[src/rtl/beep_wake_monitor.sv]
module beep_wake_monitor #(
  parameter int WIN_W  = 16,
  parameter int THR_W  = 4,
  parameter int HOLD_W = 20
) (
  input  logic              clk,
  input  logic              rst_n,
  input  logic              beep_in,
  input  logic [2:0]        pwr_state,
  input  logic              spk_req,
  input  logic              hp_req,
  input  logic [WIN_W-1:0]  win_len,
  input  logic [THR_W-1:0]  edge_thr,
  input  logic [HOLD_W-1:0] hold_len,
  input  logic              sticky_clr,
  output logic              spk_en,
  output logic              hp_en,
  output logic              active,
  output logic              wake_flag
);
  localparam logic [2:0] PS_D3 = 3'd3;

  logic [2:0]        sync_q;
  logic [1:0]        prime_q;
  logic [THR_W-1:0]  ecnt_q;
  logic [WIN_W-1:0]  wtim_q;
  logic [HOLD_W-1:0] htim_q;
  logic              active_q;
  logic              wake_q;

  wire ready     = &prime_q;
  wire run       = (pwr_state == PS_D3);
  wire normal    = (pwr_state < PS_D3);
  wire edge_seen = ready & (sync_q[1] ^ sync_q[2]);
  wire win_open  = (wtim_q != '0);

  wire [THR_W-1:0]  thr_eff  = (edge_thr == '0) ? THR_W'(1) : edge_thr;
  wire [HOLD_W-1:0] hold_eff = (hold_len == '0) ? HOLD_W'(1) : hold_len;
  wire [THR_W-1:0]  cnt_next = win_open ? ecnt_q + THR_W'(1) : THR_W'(1);
  wire              hit      = run & ~active_q & edge_seen & (cnt_next >= thr_eff);

  always_ff @(posedge clk) begin
    if (!rst_n) begin
      sync_q  <= '0;
      prime_q <= '0;
    end else begin
      sync_q <= {sync_q[1:0], beep_in};
      if (!ready) prime_q <= prime_q + 2'd1;
    end
  end

  always_ff @(posedge clk) begin
    if (!rst_n || !run) begin
      active_q <= 1'b0;
      ecnt_q   <= '0;
      wtim_q   <= '0;
      htim_q   <= '0;
    end else if (active_q) begin
      if (edge_seen) begin
        htim_q <= hold_eff;
      end else if (htim_q == HOLD_W'(1)) begin
        active_q <= 1'b0;
        htim_q   <= '0;
      end else begin
        htim_q <= htim_q - HOLD_W'(1);
      end
    end else if (hit) begin
      active_q <= 1'b1;
      htim_q   <= hold_eff;
      ecnt_q   <= '0;
      wtim_q   <= '0;
    end else if (edge_seen) begin
      ecnt_q <= cnt_next;
      wtim_q <= win_open ? wtim_q - WIN_W'(1) : win_len;
    end else if (win_open) begin
      wtim_q <= wtim_q - WIN_W'(1);
      if (wtim_q == WIN_W'(1)) ecnt_q <= '0;
    end
  end

  always_ff @(posedge clk) begin
    if (!rst_n)          wake_q <= 1'b0;
    else if (hit)        wake_q <= 1'b1;
    else if (sticky_clr) wake_q <= 1'b0;
  end

  assign active    = active_q;
  assign wake_flag = wake_q;
  assign spk_en    = normal ? spk_req : (run & active_q);
  assign hp_en     = normal ? hp_req  : (run & active_q);
endmodule


[config.mk]
export PLATFORM = sky130hd
export DESIGN_NAME = beep_wake_monitor
export DESIGN_NICKNAME = d
export VERILOG_FILES = /design/src/rtl/beep_wake_monitor.sv
export SDC_FILE = /design/constraint.sdc
export NUM_CORES = 1
export LEC_CHECK = 0
export BUFFER_PORTS_ARGS = -buffer_cell sky130_fd_sc_hd__buf_2
export CELL_PAD_IN_SITES_DETAIL_PLACEMENT = 1
export CELL_PAD_IN_SITES_GLOBAL_PLACEMENT = 1
export CORE_ASPECT_RATIO = 0.7
export CORE_UTILIZATION = 30
export DETAILED_ROUTE_END_ITERATION = 10
export MAX_ROUTING_LAYER = met4
export PLACE_DENSITY = 0.71
export SLEW_MARGIN = 25
export SYNTH_ARGS = -nofsm -noshare
export SYNTH_HDL_FRONTEND = slang
export SYNTH_SLANG_ARGS = --single-unit
[constraint.sdc]
create_clock -name clk -period 8.75 [get_ports clk]
set_input_delay 1.3125 -clock clk [delete_from_list [all_inputs] [get_ports clk]]
set_output_delay 1.3125 -clock clk [all_outputs]
set_load 0.05 [all_outputs]
==> results.json <==
{
  "synth_edf_count": 0,
  "rsz0062_at_grt": "no",
  "skew_ps": 3.384,
  "crit_path_max_fanout": 13,
  "yosys_warnings": 0,
  "hold_class": "reg2reg",
  "synth_top_flop_cell": "dfxtp_1",
  "place_inst": 546,
  "h-tree-depth": 2,
  "cp.buffers_inverters": 2,
  "netlist_instances": 384,
  "coreArea_mm2": 0.009325,
  "synth.cell_area_mm2": 0.002968,
  "area_growth_pct": 17.20,
  "synth_top_cell_by_area": "dfxtp_1",
  "cap_viol_max_count": 0,
  "dieArea_mm2": 0.01030,
  "startpoint_type": "register",
  "start_util_pct": 31.83,
  "power_frac_comb_pct": 32.5,
  "slew_violations": 0,
  "clkLatencyLatePin_ps": 290,
  "critPathMaxStageDelay_ps": 740,
  "grt_overflow": 0,
  "cp_slowest_cell": "nor2_1",
  "ys_seq_elements": 47,
  "holdWs_ps": 454.1,
  "post-cts-setup-buffers": 0,
  "antenna_found_initial": 0,
  "routabilityCongestion": 0.7989,
  "num_antenna_cells": 0,
  "tightest_slew_ps": 1011,
  "p_per_area_mw_per_mm2": 178.4,
  "cts_buffers": 5,
  "syn-num-nets": 443,
  "setup-tns-final_ps": 0,
  "critical-path-top-delay-family": "simple AND/OR/NAND/NOR gates",
  "arrival_ps": 4360,
  "crit_chain": "inv_1 -> ha_1 -> nor4b_1 -> nand4_1 -> nand2_1 -> inv_1 -> ha_1 -> nand2b_1 -> a2111oi_2 -> nor4_2 -> nor2_1 -> o21ai_0 -> a221oi_1",
  "num_rows": 29,
  "p_leak_nw": 1.402,
  "clk_path_buf_depth": 2,
  "drive_above_1_share_pct": 18.60,
  "final_util_pct": 37.30,
  "io_pins": 53,
  "cts_tree": "built",
  "async_flop_share_pct": 0,
  "wl_per_cell_um": 17.50,
  "cts_resized": 0,
  "peakVddDrop_v": 0.00008414,
  "clock_sinks": 47,
  "setup_violations": 0,
  "nets": 488,
  "seq_area_frac_synth_pct": 31.70,
  "ant_nets": 0,
  "grt_pass1_vias": 3230,
  "portBuffers": 52,
  "drtIter0Drc": 173,
  "synth_cell_types": 61,
  "status": "complete, no violations",
  "end_kind": "register",
  "first_pass_iters": 4,
  "swShare_pct": 34.88,
  "timing.fmax_mhz": 239.4,
  "via_per_inst": 5.700,
  "die-width_um": 120.9,
  "critical_path_required_ps": 8940,
  "hpwlAfterDp_mm": 7.208,
  "yosysTopAreaCellShare_pct": 31.70,
  "grt_pass1_wl_mm": 16.27,
  "clkTransAtPathRegs_ps": 70,
  "grt_max_degree": 26,
  "hold_viol": 0,
  "synthTopCellsByArea": "dfxtp_1, nand2_1, a21oi_1, o21ai_0, ha_1",
  "cts-hold-fix-buffers": 0,
  "final_cells": 554,
  "worstSetupPathType": "reg2reg",
  "dr_total_vias": 3158,
  "die_h_um": 85.22,
  "drc": 0,
  "clkPwrFrac_pct": 30.9,
  "maxSlewHeadroom_pct": 32.57,
  "fin_crit_ps": 4176,
  "p_sw_mw": 0.2165,
  "finalCritPeriodShare_pct": 47.73,
  "clockRootBuffer": "clkbuf_16",
  "sequentialPowerShare_pct": 36.6,
  "wl_mm": 9.694,
  "postSynthAreaPerCell_um2": 7.729,
  "track_usage_pct": 20.33,
  "intPower_mw": 0.4042
}
## layer usage
| layer | global-route usage, % | vias up | wire length, um |
|---|---|---|---|
| li1 | - | 1527 | - |
| met1 | 28.36 | 1556 | 5047 |
| met2 | 30.91 | 68 | 4189 |
| met3 | 3.427 | 7 | 389 |
| met4 | 3.704 | 0 | 68 |
| met5 | - | - | 0 |
## sequential cells by signal, indices dropped and copies added, names as in the netlist
register and flops:
wake_flag 1, wtim_q 16, ecnt_q 4, sync_q 3
prime_q 2, htim_q 20, active 1
## final timing paths
| check | startpoint | cells past startpoint | end | slack [ps] |
|---|---|---|---|---|
| setup / recovery | wtim_q[0]$_SDFFE_PP0P_ | 13 | wtim_q[9]$_SDFFE_PP0P_ | 4570 |
| hold / removal | sync_q[0]$_SDFF_PN0_ | 1 | sync_q[1]$_SDFF_PN0_ | 450 |
| setup reg to reg | wtim_q[0]$_SDFFE_PP0P_ | 13 | wtim_q[9]$_SDFFE_PP0P_ | 4570 |
| hold reg to reg | sync_q[0]$_SDFF_PN0_ | 1 | sync_q[1]$_SDFF_PN0_ | 450 |
## cell families (layout without fill, tap and decap cells)
group           after synthesis  count (layout)  synth area share [%]
xor+xnor                      8               8                 2.361
mux                           3               3                 1.054
fa+ha+maj                    10              10                 4.216
compound gates              121             121                 26.94
flops                        47              47                 31.70
simple gates                167             167                 29.89
buf+inv                      28              74                 3.836
## per-stage QoR
stage | total power [mW] | area (um2) | setup slack, ps
after floorplan | 0.3803 | 2968 | 5225
after global placement | 0.4276 | 3338 | 4632
after detailed placement | 0.4316 | 3338 | 4563
after CTS | 0.6257 | 3478 | 4528
after global routing | 0.6549 | 3478 | 4137
final | 0.6207 | 3478 | 4574
## final cells by class
type,instances,area [um2]
Clock buffer,5,125.1
Sequential cell,47,940.9
Fill cell,1163,5847
Inverter,11,41.29
Clock inverter,3,15.01
Tap cell,124,155.1
Multi-Input combinational cell,309,1918
Timing Repair Buffer,55,282.8
## power by group through the flow
stage / clock network (mW) / logic [mW] / registers [mW]
floorplan: 0 / 0.150 / 0.230
CTS: 0.197 / 0.202 / 0.227
finish: 0.192 / 0.202 / 0.227
detailed placement: 0 / 0.200 / 0.232
global route: 0.204 / 0.223 / 0.228
global placement: 0 / 0.196 / 0.231
## placed cells by master, fill, tap and decap left out, drive strengths merged, types with 5 or more instances in the layout
master,instances
dfxtp,47
o31ai,7
o21ai,32
or3,5
nand4,5
xor2,5
buf,55
a21oi,33
o21a,5
nor2b,6
nand2,46
a32o,5
nand3,14
o211ai,11
nor2,26
nor4,16
and2,9
inv,11
clkbuf,5
ha,10
nor3,21
## synth_stat cells (6+ instances only)
master	n
and2_1	8
nor3_1	20
nand2_1	46
a21oi_1	33
nor2_1	26
o21ai_0	32
dfxtp_1	47
nor4_1	13
nand3_1	13
ha_1	10
o211ai_1	11
clkbuf_1	11
nor2b_1	6
inv_1	11
## worst register-to-register path, stage by stage (launching register included)
cell and delay [ps]:
dfxtp_1 360, inv_1 110, ha_1 330, nor4b_1 290
nand4_1 320, nand2_1 200, inv_1 60, ha_1 270
nand2b_1 150, a2111oi_2 530, nor4_2 190, nor2_1 740
o21ai_0 210, a221oi_1 330
(Power assumes the default switching activity.)
